`src/rtl/serial_frame_rx_pkg.sv`:
```
`timescale 1ns/1ps
package serial_frame_rx_pkg;

  // Strobes from the sequencer to the datapath; at most one of the first four per cycle
  typedef struct packed {
    logic startFrame;   // low start bit accepted in idle
    logic shiftData;    // current sample is a data bit
    logic takeParity;   // current sample is the parity bit
    logic takeStop;     // current sample is a stop bit
    logic lastBit;      // current sample is the final stop bit
  } rxStrobes_t;

  typedef enum logic [2:0] {
    ST_IDLE,
    ST_DATA,
    ST_PARITY,
    ST_STOP,
    ST_WAITHIGH
  } rxState_t;

endpackage

```
`src/rtl/serial_frame_rx_ctrl.sv`:
```
`timescale 1ns/1ps
module serial_frame_rx_ctrl
  import serial_frame_rx_pkg::*;
#(
  parameter int DATA_BITS = 8,
  parameter int STOP_BITS = 2
) (
  input  logic       clk,
  input  logic       rst_n,
  input  logic       lineIn,
  output rxStrobes_t strobes
);

  localparam int MAX_CNT = (DATA_BITS > STOP_BITS) ? DATA_BITS : STOP_BITS;
  localparam int CNT_W   = $clog2(MAX_CNT) + 1;
  localparam logic [CNT_W-1:0] LAST_DATA = CNT_W'(DATA_BITS - 1);
  localparam logic [CNT_W-1:0] LAST_STOP = CNT_W'(STOP_BITS - 1);

  rxState_t         state;
  logic [CNT_W-1:0] bitCnt;

  always_comb begin
    strobes = '0;
    unique case (state)
      ST_IDLE:   strobes.startFrame = ~lineIn;
      ST_DATA:   strobes.shiftData  = 1'b1;
      ST_PARITY: strobes.takeParity = 1'b1;
      ST_STOP: begin
        strobes.takeStop = 1'b1;
        strobes.lastBit  = (bitCnt == LAST_STOP);
      end
      default: strobes = '0;
    endcase
  end

  always_ff @(posedge clk) begin
    if (!rst_n) begin
      state  <= ST_IDLE;
      bitCnt <= '0;
    end else begin
      unique case (state)
        ST_IDLE: begin
          bitCnt <= '0;
          if (!lineIn) state <= ST_DATA;
        end
        ST_DATA: begin
          if (bitCnt == LAST_DATA) begin
            bitCnt <= '0;
            state  <= ST_PARITY;
          end else begin
            bitCnt <= bitCnt + 1'b1;
          end
        end
        ST_PARITY: begin
          bitCnt <= '0;
          state  <= ST_STOP;
        end
        ST_STOP: begin
          if (bitCnt == LAST_STOP) begin
            bitCnt <= '0;
            state  <= lineIn ? ST_IDLE : ST_WAITHIGH;
          end else begin
            bitCnt <= bitCnt + 1'b1;
          end
        end
        ST_WAITHIGH: begin
          bitCnt <= '0;
          if (lineIn) state <= ST_IDLE;
        end
        default: begin
          state  <= ST_IDLE;
          bitCnt <= '0;
        end
      endcase
    end
  end


  no_restart_low_chk: assert property (@(posedge clk) disable iff (!rst_n)
    (strobes.lastBit && !lineIn) |=> !strobes.startFrame);


  start_then_data_chk: assert property (@(posedge clk) disable iff (!rst_n)
    strobes.startFrame |=> strobes.shiftData);


  strobe_onehot_chk: assert property (@(posedge clk) disable iff (!rst_n)
    $onehot0({strobes.startFrame, strobes.shiftData, strobes.takeParity, strobes.takeStop}));


  back_to_back_chk: assert property (@(posedge clk) disable iff (!rst_n)
    (strobes.lastBit && lineIn) |=> (strobes.startFrame == !lineIn));

endmodule

```
`src/rtl/serial_frame_rx_dp.sv`:
```
`timescale 1ns/1ps
module serial_frame_rx_dp
  import serial_frame_rx_pkg::*;
#(
  parameter int DATA_BITS = 8
) (
  input  logic                 clk,
  input  logic                 rst_n,
  input  logic                 lineIn,
  input  logic                 txMode,
  input  rxStrobes_t           strobes,
  output logic [DATA_BITS-1:0] rxData,
  output logic                 rxValid,
  output logic                 parityErr,
  output logic                 frameErr,
  output logic                 breakDet,
  output logic                 collision
);

  logic [DATA_BITS-1:0] shiftReg;
  logic [DATA_BITS-1:0] nextShift;
  logic                 parityAcc;
  logic                 allLow;
  logic                 stopOk;
  logic                 armed;     // previous completed frame was a break

  logic lowFinal, stopFinal, isBreak, parFail;

  always_comb begin
    nextShift = shiftReg >> 1;
    nextShift[DATA_BITS-1] = lineIn;
  end

  assign lowFinal  = allLow & ~lineIn;
  assign stopFinal = stopOk & lineIn;
  assign isBreak   = lowFinal;
  assign parFail   = parityAcc;   // data and parity bit already folded in

  always_ff @(posedge clk) begin
    if (!rst_n) begin
      shiftReg  <= '0;
      parityAcc <= 1'b0;
      allLow    <= 1'b0;
      stopOk    <= 1'b0;
      armed     <= 1'b0;
      rxData    <= '0;
      rxValid   <= 1'b0;
      parityErr <= 1'b0;
      frameErr  <= 1'b0;
      breakDet  <= 1'b0;
      collision <= 1'b0;
    end else begin
      rxValid   <= 1'b0;
      parityErr <= 1'b0;
      frameErr  <= 1'b0;
      breakDet  <= 1'b0;
      collision <= 1'b0;

      if (strobes.startFrame) begin
        shiftReg  <= '0;
        parityAcc <= 1'b0;
        allLow    <= 1'b1;
        stopOk    <= 1'b1;
      end

      if (strobes.shiftData) begin
        shiftReg  <= nextShift;
        parityAcc <= parityAcc ^ lineIn;
        allLow    <= allLow & ~lineIn;
      end

      if (strobes.takeParity) begin
        parityAcc <= parityAcc ^ lineIn;
        allLow    <= allLow & ~lineIn;
      end

      if (strobes.takeStop && !strobes.lastBit) begin
        stopOk <= stopOk & lineIn;
        allLow <= allLow & ~lineIn;
      end

      if (strobes.lastBit) begin
        armed <= isBreak;
        if (isBreak) begin
          breakDet  <= ~txMode | armed;
          collision <= txMode & ~armed;
        end else begin
          parityErr <= parFail;
          frameErr  <= ~stopFinal;
          if (stopFinal && !parFail) begin
            rxValid <= 1'b1;
            rxData  <= shiftReg;
          end
        end
      end
    end
  end


  valid_clean_chk: assert property (@(posedge clk) disable iff (!rst_n)
    rxValid |-> !(parityErr || frameErr || breakDet || collision));


  valid_single_chk: assert property (@(posedge clk) disable iff (!rst_n)
    rxValid |=> !rxValid);


  data_hold_chk: assert property (@(posedge clk) disable iff (!rst_n)
    !rxValid |-> $stable(rxData));


  break_no_err_chk: assert property (@(posedge clk) disable iff (!rst_n)
    (breakDet || collision) |-> !(parityErr || frameErr || rxValid));


  break_onehot_chk: assert property (@(posedge clk) disable iff (!rst_n)
    $onehot0({breakDet, collision}));


  collision_tx_chk: assert property (@(posedge clk) disable iff (!rst_n)
    collision |-> $past(txMode));


  second_break_chk: assert property (@(posedge clk) disable iff (!rst_n)
    (breakDet && $past(txMode)) |-> $past(armed));

endmodule

```
`src/rtl/serial_frame_rx.sv`:
```
`timescale 1ns/1ps
module serial_frame_rx
  import serial_frame_rx_pkg::*;
#(
  parameter int DATA_BITS = 8,
  parameter int STOP_BITS = 2
) (
  input  logic                 clk,
  input  logic                 rst_n,
  input  logic                 lineIn,
  input  logic                 txMode,
  output logic [DATA_BITS-1:0] rxData,
  output logic                 rxValid,
  output logic                 parityErr,
  output logic                 frameErr,
  output logic                 breakDet,
  output logic                 collision
);

  rxStrobes_t strobes;

  serial_frame_rx_ctrl #(
    .DATA_BITS(DATA_BITS),
    .STOP_BITS(STOP_BITS)
  ) u_ctrl (
    .clk     (clk),
    .rst_n   (rst_n),
    .lineIn  (lineIn),
    .strobes (strobes)
  );

  serial_frame_rx_dp #(
    .DATA_BITS(DATA_BITS)
  ) u_dp (
    .clk       (clk),
    .rst_n     (rst_n),
    .lineIn    (lineIn),
    .txMode    (txMode),
    .strobes   (strobes),
    .rxData    (rxData),
    .rxValid   (rxValid),
    .parityErr (parityErr),
    .frameErr  (frameErr),
    .breakDet  (breakDet),
    .collision (collision)
  );

endmodule

```
`config.mk`:
```
export PLATFORM = sky130hd
export DESIGN_NAME = serial_frame_rx
export DESIGN_NICKNAME = d
export VERILOG_FILES = /design/src/rtl/serial_frame_rx_pkg.sv /design/src/rtl/serial_frame_rx_ctrl.sv /design/src/rtl/serial_frame_rx_dp.sv /design/src/rtl/serial_frame_rx.sv
export SDC_FILE = /design/constraint.sdc
export NUM_CORES = 1
export LEC_CHECK = 0
export ABC_CLOCK_PERIOD_IN_PS = 2000
export CORE_MARGIN = 10
export CORE_UTILIZATION = 40
export CTS_CLUSTER_DIAMETER = 120
export DETAILED_ROUTE_END_ITERATION = 16
export DONT_BUFFER_PORTS = 1
export GPL_ROUTABILITY_DRIVEN = 0
export MAX_ROUTING_LAYER = met4
export PLACE_DENSITY = 0.52
export SKIP_CTS_REPAIR_TIMING = 1
export SYNTH_ARGS = -nofsm -noshare
export SYNTH_HDL_FRONTEND = slang
export SYNTH_SLANG_ARGS = --single-unit
```
`constraint.sdc`:
```
create_clock -name clk -period 2 [get_ports clk]
set_clock_uncertainty 0.15 [all_clocks]
set_input_delay 0 -clock clk [delete_from_list [all_inputs] [get_ports clk]]
set_output_delay 0 -clock clk [all_outputs]
set_load 0.05 [all_outputs]
```
# Yosys cells after proc, flatten, opt, wreduce, memory -nomap -nowiden
# Cells that the tools add are included.
# word_totals
output_inout_bits,13
rom_bits,0
latchBits,0
input_bits,4
mem_bits_rw,0
n_memories,0
regBits,32
# op_classes
n_reduce_logical,13
magnitude_cmp,0
addsub,1
n_mul,0
div,0
n_eq_ne,10
shift,0
muxes,24
n_bitwise,12
# ops
cell,count
8-bit 2-to-1 mux,2
3-bit 2-to-1 mux,5
3-bit case mux with 5 select lines,1
1-bit 2-to-1 mux,12
4-bit 2-to-1 mux,2
4-bit case mux with 2 select lines,1
1-bit inverter,7
3-bit by 2-bit equality test with 1-bit output (second input constant),2
3-bit AND reduction,2
4-bit by 1-bit adder with 4-bit output (second input constant),1
4-bit by 1-bit equality test with 1-bit output (second input constant),1
4-bit by 3-bit equality test with 1-bit output (second input constant),1
2-bit by 1-bit inequality test with 1-bit output (second input constant),2
2-bit inequality test (second input constant),2
4-bit AND reduction,1
2-bit nonzero test,2
4-bit nonzero test,1
1-bit AND,3
3-bit by 1-bit equality test with 1-bit output (second input constant),1
3-bit equality test (second input constant),1
3-bit zero test,1
3-bit nonzero test,1
3-bit OR reduction,1
1-bit logical AND,2
4 further kinds,5

# Depth between registers and ports, before layout
# Gate-level depths: netlist (run 1).
# depth
depth_word,6
ltp_mapped,6

# Modules after synthesis
# From an unflattened synthesis (run 1), not the netlist that was laid out.
# unflattened
cells_unflattened,152
hier_area_um2,1400.1
# by_module_without_submodules
mod,seq_area_each_um2,area_each_um2,cells_each,instances
serial_frame_rx_dp,500.5,998.5,105,1
serial_frame_rx_ctrl,140.1,401.6,47,1

# Least setup slack after synthesis (run 1)
# Ideal clock, no wire load.
# synth_timing
path_kind,register to register
from,register u_ctrl.bitCnt[0]
to,register u_dp.rxData[0]
period_less_slack_ns,2.035
n_path_buf,0
slack_ns,-0.035
t_required_ns,1.733
stages_incl_launch_ff,6
t_arrival_ns,1.768
setup_ns,0.117
cell_sequence,dfxtp_1 > ha_1 > or3b_4 > nor4_4 > mux2i_1 > nor2b_1
# synth_between
elab_chain_len,3
# synth_rtl
item,line,text
"start, declared",serial_frame_rx_ctrl.sv:20,logic [CNT_W-1:0] bitCnt;
"start signal, assigned",serial_frame_rx_ctrl.sv:51,bitCnt <= bitCnt + 1'b1;
"start signal, assigned",serial_frame_rx_ctrl.sv:63,bitCnt <= bitCnt + 1'b1;
4-bit by 1-bit equality test with 1-bit output,serial_frame_rx_ctrl.sv:30,strobes.lastBit = (bitCnt == LAST_STOP);
2-bit 2-to-1 mux,serial_frame_rx_ctrl.sv:24,unique case (state)
3-bit AND reduction (no source line),-,
"end signal, assigned",serial_frame_rx_dp.sv:92,rxData <= shiftReg;
"end, declared",serial_frame_rx_dp.sv:12,"output logic [DATA_BITS-1:0] rxData,"
# Every way passes these cells.
# A chain may end at the register's enable or synchronous reset.

# Final worst setup path (run 1)
# layout_timing
from,register u_ctrl.bitCnt[0]
to,register u_dp.rxData[7]
# Same word-level chain as after synthesis.

==> results of run 1 <==
-- registers in the layout, indices dropped and copies added (netlist names), 3 cells and up --
register       flops
u_ctrl.bitCnt      4
u_ctrl.state       3
u_dp.rxData        8
u_dp.shiftReg      8
-- path summary, 6_finish.rpt --
check,cells after the start,startpoint,end
max,6,u_ctrl.bitCnt[0],u_dp.rxData[7]
min,4,lineIn,u_dp.allLow
max reg2reg,6,u_ctrl.bitCnt[0],u_dp.rxData[7]
min reg2reg,1,u_ctrl.bitCnt[0],u_ctrl.bitCnt[0]
-- per-layer routing --
metal | vias to the layer above | global-route usage [%]
li1 | 532 | -
met1 | 476 | 10.7
met2 | 19 | 14.6
met3 | 0 | 4.10
met4 | 0 | 2.69
met5 | - | -
-- power by group --
group | total [mW] | switching (mW) | internal (mW)
combinational | 0.0747 | 0.0425 | 0.0322
clock | 0.385 | 0.213 | 0.172
sequential | 0.652 | 0.00704 | 0.645
total | 1.11 | 0.262 | 0.849
-- cell usage in the layout, fill, tap and decap left out, types with 5 or more instances in the layout --
cell and instances:
dfxtp_1 32, nor2b_1 21, nor2_1 12, buf_4 12, nand2_1 9, mux2i_1 9, a22oi_1 8, inv_1 5
nand3b_1 5, a21oi_1 5, o21ai_0 5, clkbuf_4 5
-- final cells by class --
type                       instances  share of cell area, %
tap                               46                   3.65
timing repair buffer              15                   7.63
sequential                        32                   40.7
clock buffer                       7                   3.49
multi-input combinational        101                   42.9
inverter                           5                   1.19
clock inverter                     1                  0.477
-- cell families after synthesis --
| family | count (synthesis) |
|---|---|
| flops | 32 |
| simple gates | 60 |
| fa+ha+maj | 2 |
| mux | 9 |
| compound gates | 29 |
| xor+xnor | 1 |
| buf+inv | 12 |
-- per-stage QoR --
stage | utilization (%) | hold WS (ns) | cells | total power [mW]
6_report | 47.6 | -0.0523 | 207 | 1.11
5_1_grt | 47.6 | 0.0153 | 207 | 1.16
4_1_cts | 46.7 | -0.362 | 204 | 1.11
3_5_place_dp | 44.8 | -0.0180 | 196 | 0.728
3_3_place_gp | 44.8 | -0.0265 | 196 | 0.727
2_1_floorplan | - | -0.0123 | 145 | 0.717
-- critical path: stages (launching register included) --
cell and delay, ns:
dfxtp_1 0.39, ha_1 0.19, or3b_4 0.42, nor4_4 0.13
buf_4 0.23, mux2i_1 0.22, nor2b_1 0.06
==> metrics, run 1 <==
syn nets 151; Synth Area in Simple Gates 26.5%; post-synthesis cell count 145; XOR/XNOR Fraction of Synth Area 0.643%; Syn Area/Cell 9.39 um^2; hold crit path type input port to register; Remaining Overflow, GRT 0; core area 3310 um^2; Reg2Reg Setup Slack 0.10 ns; TritonCTS Buffers 5; initial drt markers 68; outcome finished with violations; H-Tree Depth 2; DR pass1 iterations 4; pre-CTS WS 0.113 ns; largest family of logic cells by synthesized area simple AND/OR/NAND/NOR gates; GRT Util Overall 9.40%; Cell Area, Placed 1480 um^2; Initial Util 41.1%; max_cap viols 0; Post-DRT Antenna Nets 0; root buf cell clkbuf_4; die height 78.3 um; layout cell share with drive strength beyond 1 13.7%; Syn. warnings 0; FP Rows 21; DIE WIDTH 78.3 um; Worst-path clk slew 0.10 ns; Fill cells 346; clock sink total 32; post-synth top area share 47.1%; final hold slack -0.0523 ns; final WL 2.78 mm; initial antenna violation count 0; post-synthesis cell type count 32; footprint of the multi-input gates 676 um^2; synthesized flop and latch total 32; Synth Cell Area 1360 um^2; worst skew pair latency 0.32 ns; violated checks negative hold slack; NumNets Final 166; Main synth FF type dfxtp_1; post-synth top area cell dfxtp_1; worst endpoint required time 2.07 ns; largest net degree at the start of global routing 27; Ant. Diodes 0; setup TNS 0 ns; post-synthesis sequential area ratio 47.1%; Final setup viols 0; highest metal used met3; first-pass GRT wire length 4.60 mm; CTS tree yes; Routed met1 length 1.38 mm; drt wl/cell 13.4 um; Tcrit/Tclk final 94.8%; port bufs 0; worst-path fanout max 8; WL met2 1.29 mm; vias in the first global route 1,005; Tmin final 1.90 ns; Final Hold Viols 1; EDFF count, synth 0; # DRC 0; complex-gate fraction of the synthesized area 14.1%; design area 1580 um^2; CP Data Arrival Time 1.97 ns; Relative slew margins 51.4%; total area of sequential cells 641 um^2; metal3 WL 106 um; Worst Tran Pin Value 0.726 ns; Final WS setup 0.103 ns; io pins 17; Clock Tree Buf Depth 2; die area 6140 um^2; RSZ-0062 raised after global routing no; Synth area leaders dfxtp_1 47%, nor2b_1 9.7%, mux2i_1 6.6%, a22oi_1 4.4%, nor2_1 3.3%; crit path kind register to register; Via density 4.96; Lkg Pwr 0.549 nW; fin. max-slew vios 0; post-synthesis async set-or-reset flop share 0%; crit start category register; CP Capture Type register; Max Clk Rate 527 MHz; Area Growth Syn to Fin 15.7%; Cell Pwr Density 706 nW/um^2; most frequent cell after synthesis dfxtp_1; via count 1,027; Worst VDD drop 399 uV; post-synthesis mux area share 6.62%; synth cell count leaders 32 x dfxtp_1, 21 x nor2b_1, 12 x nor2_1; adder-cell share of the synthesized area 1.84%; dpl hpwl 1.92 mm
Note: power is estimated with default switching activity, not from simulation.
==> run 2, diff against run 1 <==
--- a/config.mk
+++ b/config.mk
@@ -5,7 +5,8 @@
 export SDC_FILE = /design/constraint.sdc
 export NUM_CORES = 1
 export LEC_CHECK = 0
-export ABC_CLOCK_PERIOD_IN_PS = 2000
+export ABC_AREA = 1
+export ABC_CLOCK_PERIOD_IN_PS = 1900
 export CORE_MARGIN = 10
 export CORE_UTILIZATION = 40
 export CTS_CLUSTER_DIAMETER = 120
@@ -13,7 +14,7 @@
 export DONT_BUFFER_PORTS = 1
 export GPL_ROUTABILITY_DRIVEN = 0
 export MAX_ROUTING_LAYER = met4
-export PLACE_DENSITY = 0.52
+export PLACE_DENSITY = 0.5
 export SKIP_CTS_REPAIR_TIMING = 1
 export SYNTH_ARGS = -nofsm -noshare
 export SYNTH_HDL_FRONTEND = slang
==> constraint.sdc (replaced) <==
create_clock -name clk -period 1.9 [get_ports clk]
set_clock_uncertainty 0.15 [all_clocks]
set_input_delay 0 -clock clk [delete_from_list [all_inputs] [get_ports clk]]
set_output_delay 0 -clock clk [all_outputs]
set_load 0.05 [all_outputs]
==> run 2 against run 1 <==
The run now ends clean. Combinational power grew to 6.0 times the previous value. Synthesized cell count is 23% higher. Register-to-register slack better by 0.29 ns. Core utilization is 0.93 points higher. Die area is 2.4% lower. First-iteration DRC count is 15% lower. Clock-buffer cell count is 1 higher. Area after synthesis is 3.2% lower. Highest routed layer is now met4.
==> metrics, run 2 <==
outcome completed; layout cell share with drive strength beyond 1 12.4% (-1.3 points); Worst-path clk slew 0.09 ns (about the same); FP Rows 20 (-4.8%); DIE WIDTH 77.4 um (-1.2%); post-synth top area share 48.6% (+1.6 points); largest registers u_dp.rxData: 8 flops, u_dp.shiftReg: 8 flops, u_ctrl.bitCnt: 4 flops; max_cap viols 0 (unchanged); TritonCTS Buffers 5 (unchanged); initial antenna violation count 0 (unchanged); initial drt markers 58 (-15%); Psw 0.587 mW (+120%); CTS tree yes; Worst VDD drop 467 uV (+17%); Ant. Diodes 0 (unchanged); post-synthesis sequential area ratio 48.6% (+1.6 points); port bufs 0 (unchanged); metal3 WL 214 um (+100%); worst-path fanout max 17 (+9); Max Clk Rate 662 MHz (+25%); H-Tree Depth 2 (unchanged); Logic pwr share 27.2% (+21 points); largest net degree at the start of global routing 19 (-30%); Lkg Pwr 0.690 nW (+26%); Routed met1 length 1.26 mm (-8.9%); Remaining Overflow, GRT 0 (unchanged); DR pass1 iterations 5 (+1); post-synthesis cell type count 24 (-25%); RSZ-0062 raised after global routing no; syn nets 184 (+22%); Fill cells 337 (-2.6%); io pins 17 (unchanged); footprint of the multi-input gates 582 um^2 (-14%); highest metal used met4; clock sink total 32 (unchanged); synthesized flop and latch total 32 (unchanged); WL met2 1.15 mm (-11%); EDFF count, synth 0 (unchanged); post-synthesis cell count 178 (+23%); Final Hold Viols 0 (-1); Final setup viols 0 (unchanged); Cell Pwr Density 1090 nW/um^2 (+55%); Tmin final 1.51 ns (-0.385 ns); Synth Cell Area 1320 um^2 (-3.2%); Relative slew margins 56.9% (+5.4 points); Synth area leaders dfxtp_1 49%, nand2_1 11%, nor2_1 11%, nand3_1 6.1%, a21oi_1 4.6%; Syn. warnings 0 (unchanged); fin. max-slew vios 0 (unchanged); post-synth top area cell dfxtp_1; synth cell count leaders 40 x nand2_1, 37 x nor2_1, 32 x dfxtp_1; drt wl/cell 11.2 um (-17%); commonest non-fill, non-tap cell in the layout nand2_1; via count 1,134 (+10%); Tcrit/Tclk final 79.5% (-15 points); clock group share of total power 24.2% (-10 points); crit path kind register to register; vias in the first global route 1,058 (+5.3%); Clock Tree Buf Depth 2 (unchanged); worst skew pair latency 0.32 ns (about the same); post-synthesis async set-or-reset flop share 0% (unchanged); CP Data Arrival Time 1.63 ns (-0.34 ns); first-pass GRT wire length 4.61 mm (+0.15%); Via density 4.76 (-4.0%); Worst Tran Pin Value 0.645 ns (-0.0813 ns); Initial Util 42.5% (+1.3 points); Post-DRT Antenna Nets 0 (unchanged); Sw Share 35.7% (+12 points); core area 3100 um^2 (-6.3%); setup TNS 0 ns (unchanged); Sequential Power Share 48.6% (-10 points); hold crit path type input port to register; root buf cell clkbuf_4; dpl hpwl 1.84 mm (-4.2%); GRT Util Overall 9.54% (+0.14 points); Main synth FF type dfxtp_1; crit start category register; # DRC 0 (unchanged); total power draw 1.64 mW (+48%); Syn Area/Cell 7.40 um^2 (-21%); final WL 2.67 mm (-4.1%); die height 77.4 um (-1.2%); commonest non-fill, non-tap cells in the layout 40 x nand2_1, 37 x nor2_1, 32 x dfxtp_1; worst endpoint required time 2.02 ns (-0.05 ns); total area of sequential cells 641 um^2 (unchanged); Area Growth Syn to Fin 14.2%; most frequent cell after synthesis nand2_1; NumNets Final 199 (+20%); internal power 1.06 mW (+24%); die area 5990 um^2 (-2.4%); CP Capture Type register
[run 2: final timing paths]
path,from,end,slack (ns),depth (start not counted)
setup / recovery,u_ctrl.bitCnt[0],u_dp.rxData[0],0.39,7
hold / removal,txMode,u_dp.collision,0.21,3
setup reg to reg,u_ctrl.bitCnt[0],u_dp.rxData[0],0.39,7
hold reg to reg,u_dp.armed,u_dp.collision,0.31,1
[run 2: worst max-delay path, cell delays in order (launching register included)]
cell     delay, ns
dfxtp_1       0.39
ha_1          0.16
nand2_1       0.13
nor2_4        0.16
nand3_4       0.20
nand2_1       0.11
nand2_1       0.05
nor2_1        0.10
[run 2: layout make-up]
| cell class | instances | share of cell area [%] |
|---|---|---|
| Clock buffer | 8 | 3.91 |
| Inverter | 17 | 4.24 |
| Multi-Input combinational cell | 124 | 38.7 |
| Sequential cell | 32 | 42.6 |
| Tap cell | 44 | 3.66 |
| Timing Repair Buffer | 13 | 6.98 |
[run 2: logic make-up after synthesis]
family	Yosys count	share of synthesized area (%)
buffers and inverters	22	7.22
xor gates and xnor gates	2	1.33
and+or+nand+nor	104	34.7
adders and majority gates	2	1.90
DFF	32	48.6
AOI/OAI and AO/OA	16	6.27
[run 2: stage by stage]
stage,worst slack (ns),area [um^2],utilization (%),hold WS [ns],cells
floorplan,0.527,1320,-,-0.0571,178
global placement,0.445,1420,45.6,-0.0501,227
detailed placement,0.404,1420,45.6,-0.0526,227
CTS,0.389,1480,47.5,-0.414,235
global route,0.195,1510,48.5,0.208,238
finish,0.389,1510,48.5,0.211,238
[run 2: per-layer routing]
layer	track usage (%)	up-vias
li1	-	588
met1	10.8	512
met2	14.0	27
met3	5.07	7
met4	3.28	0
met5	-	-
[run 2: power by group through the flow]
| stage | clock network [mW] | logic (mW) | registers, mW |
|---|---|---|---|
| 2_1_floorplan | 0 | 0.334 | 0.796 |
| 3_3_place_gp | 0 | 0.422 | 0.812 |
| 3_5_place_dp | 0 | 0.429 | 0.811 |
| 4_1_cts | 0.416 | 0.435 | 0.796 |
| 5_1_grt | 0.441 | 0.516 | 0.806 |
| 6_report | 0.398 | 0.447 | 0.798 |
==> run 3, diff against run 2 <==
--- a/config.mk
+++ b/config.mk
@@ -6,7 +6,7 @@
 export NUM_CORES = 1
 export LEC_CHECK = 0
 export ABC_AREA = 1
-export ABC_CLOCK_PERIOD_IN_PS = 1900
+export ABC_CLOCK_PERIOD_IN_PS = 1500
 export CORE_MARGIN = 10
 export CORE_UTILIZATION = 40
 export CTS_CLUSTER_DIAMETER = 120
==> constraint.sdc (replaced) <==
create_clock -name clk -period 1.5 [get_ports clk]
set_clock_uncertainty 0.15 [all_clocks]
set_input_delay 0 -clock clk [delete_from_list [all_inputs] [get_ports clk]]
set_output_delay 0 -clock clk [all_outputs]
set_load 0.05 [all_outputs]
==> run 3 against run 2 <==
Clock power grew 31%. Sequential power grew 29%. Largest cell class is now multi-input gates. Global-route usage down 0.25 points. Cell area is 9.4% higher. Register-to-register slack worse by 0.33 ns. Sequential share of layout area is 3.3 points lower. Worst hold slack got worse by 0.60 ns. First-iteration DRC count decreased by 14%. Wire length grew 11%. Final cell count up 3.8%. Total power rose by 36%. The flow now finishes with violations (negative hold slack). Setup slack worse by 0.33 ns.
==> metrics, run 3 (synthesis results as in run 2) <==
Final Hold Viols 21 (+21); worst endpoint required time 1.63 ns (-0.39 ns); Tcrit/Tclk final 96.3% (+17 points); crit-path max cell delay 0.34 ns (-0.05 ns); final WL 2.96 mm (+11%); max_cap viols 0 (unchanged); Remaining Overflow, GRT 0 (unchanged); CTS tree yes; violated checks negative hold slack; NumNets Final 208 (+4.5%); final hold slack -0.384 ns (-0.595 ns); Initial Util 42.5% (unchanged); hold path start rst_n; global routing usage on met2 12.6% (-1.4 points); DIE WIDTH 77.4 um (unchanged); vias in the first global route 977 (-7.7%); outcome finished with violations; Post-DRT Antenna Nets 0 (unchanged); RSZ-0062 raised after global routing yes; Lkg Pwr 0.733 nW (+6.3%); Placed Instances 230 (+1.3%); setup TNS 0 ns (unchanged); root buf cell clkbuf_4; largest registers u_dp.rxData: 8 flops, u_dp.shiftReg: 8 flops, u_ctrl.bitCnt: 4 flops; die height 77.4 um (unchanged); Sequential Power Share 46.0% (-2.6 points); commonest non-fill, non-tap cell in the layout nand2_1; Max Clk Rate 693 MHz (+4.7%); Psw 0.813 mW (+39%); Tmin final 1.44 ns (-0.0673 ns); hold crit path type input port to register; footprint of the multi-input gates 662 um^2 (+14%); core area 3100 um^2 (unchanged); H-Tree Depth 2 (unchanged); FP Rows 20 (unchanged); Worst Tran Pin Value 0.489 ns (-0.156 ns); crit-path cells inv_2, ha_4, nand2_4, nor2_4, nand3_4, nand2_1, nand2_1, nor2_1; largest net degree at the start of global routing 19 (unchanged); dpl hpwl 1.82 mm (-1.2%); total area of sequential cells 647 um^2 (+0.98%); clock sink total 32 (unchanged); Logic pwr share 30.6% (+3.4 points); Non-Filler Instances 247 (+3.8%); Worst-path clk slew 0.10 ns (about the same); design area 1650 um^2 (+9.4%); io pins 17 (unchanged); gr busiest metal met2; crit path kind register to register; Worst VDD drop 541 uV (+16%); initial antenna violation count 0 (unchanged); via count 1,184 (+4.4%); first-pass GRT wire length 4.35 mm (-5.6%); DR pass1 iterations 4 (-1); drt wl/cell 12.0 um (+7.1%); # DRC 0 (unchanged); GRT Util Overall 9.30% (-0.25 points); worst skew pair latency 0.34 ns (+0.02 ns); GR Layer Usage met3 4.26% (-0.81 points); Area Growth Syn to Fin 25.0%; crit start category register; Cell Pwr Density 1350 nW/um^2 (+24%); worst-path fanout max 8 (-9); worst reg2reg startpoint u_ctrl.bitCnt[1]; Relative slew margins 67.4% (+11 points); Core Util, Final 53.1% (+4.6 points); grt met1 use 10.6% (-0.27 points); TritonCTS Buffers 5 (unchanged); initial drt markers 50 (-14%); Cell Area, Placed 1440 um^2 (+1.6%); die area 5990 um^2 (unchanged); commonest non-fill, non-tap cells in the layout 39 x nand2_1, 34 x nor2_1, 27 x dfxtp_1; worst setup path startpoint u_ctrl.bitCnt[1]; clock group share of total power 23.4% (-0.8 points); most frequent CP cell nand2_1; fin. max-slew vios 0 (unchanged); Slowest-stage cell, CP dfxtp_2; Via density 4.79 (+0.60%); Ant. Diodes 0 (unchanged); layout cell share with drive strength beyond 1 21.7% (+9.3 points); internal power 1.41 mW (+34%); CP Data Arrival Time 1.58 ns (-0.05 ns); Fill cells 339 (+0.59%); Final setup viols 0 (unchanged); Clock Tree Buf Depth 2 (unchanged); CP Capture Type register; Sw Share 36.5% (+0.80 points); port bufs 0 (unchanged)
-- run 3: changes by cell type in the layout (fill, tap and decap cells not counted), moves of 2 or more --
cell / delta
dfxtp_2: +5
nor2_2: +2
nand3_4: +3
buf_4: +6
dfxtp_1: -5
nor2_1: -3
-- run 3: metal layers --
metal | wire length (um) | vias to the layer above
li1 | - | 612
met1 | 1370 | 535
met2 | 1310 | 29
met3 | 206 | 8
met4 | 77 | 0
met5 | 0 | -
-- run 3: worst max-delay path: cells and delay by family, from the launching register on --
kind | cells | cell delay (ns)
simple gates | 6 | 0.70
buf+inv | 1 | 0.06
fa+ha+maj | 1 | 0.13
flops | 1 | 0.34
-- run 3: path summary, 6_finish.rpt --
check	to	slack (ns)	cells after the start
setup / recovery	u_dp.rxData[0]	0.06	8
setup reg to reg	u_dp.rxData[0]	0.06	8
hold reg to reg	u_dp.collision	0.31	1
hold / removal	u_ctrl.state[1]	-0.38	2
-- run 3: layout make-up --
| cell class | instances | share of cell area (%) |
|---|---|---|
| timing repair buffer | 20 | 9.73 |
| sequential | 32 | 39.3 |
| inverter | 17 | 3.88 |
| tap | 44 | 3.34 |
| clock buffer | 8 | 3.57 |
| multi-input combinational | 126 | 40.2 |
-- run 3: per-stage QoR --
step	hold WS [ns]	worst slack (ns)	power, mW
final	-0.384	0.0561	2.23
after global routing	-0.404	-0.0518	2.36
after CTS	-0.412	0.0211	2.10
after detailed placement	-0.0509	0.0401	1.58
after global placement	-0.0480	0.0562	1.59
after floorplan	-0.0571	0.127	1.43
-- run 3: power groups by stage --
stage	clock, mW	combinational (mW)	sequential (mW)
floorplan	0	0.423	1.01
global placement	0	0.559	1.03
detailed placement	0	0.559	1.03
CTS	0.534	0.563	1.01
global route	0.561	0.765	1.03
finish	0.521	0.681	1.03
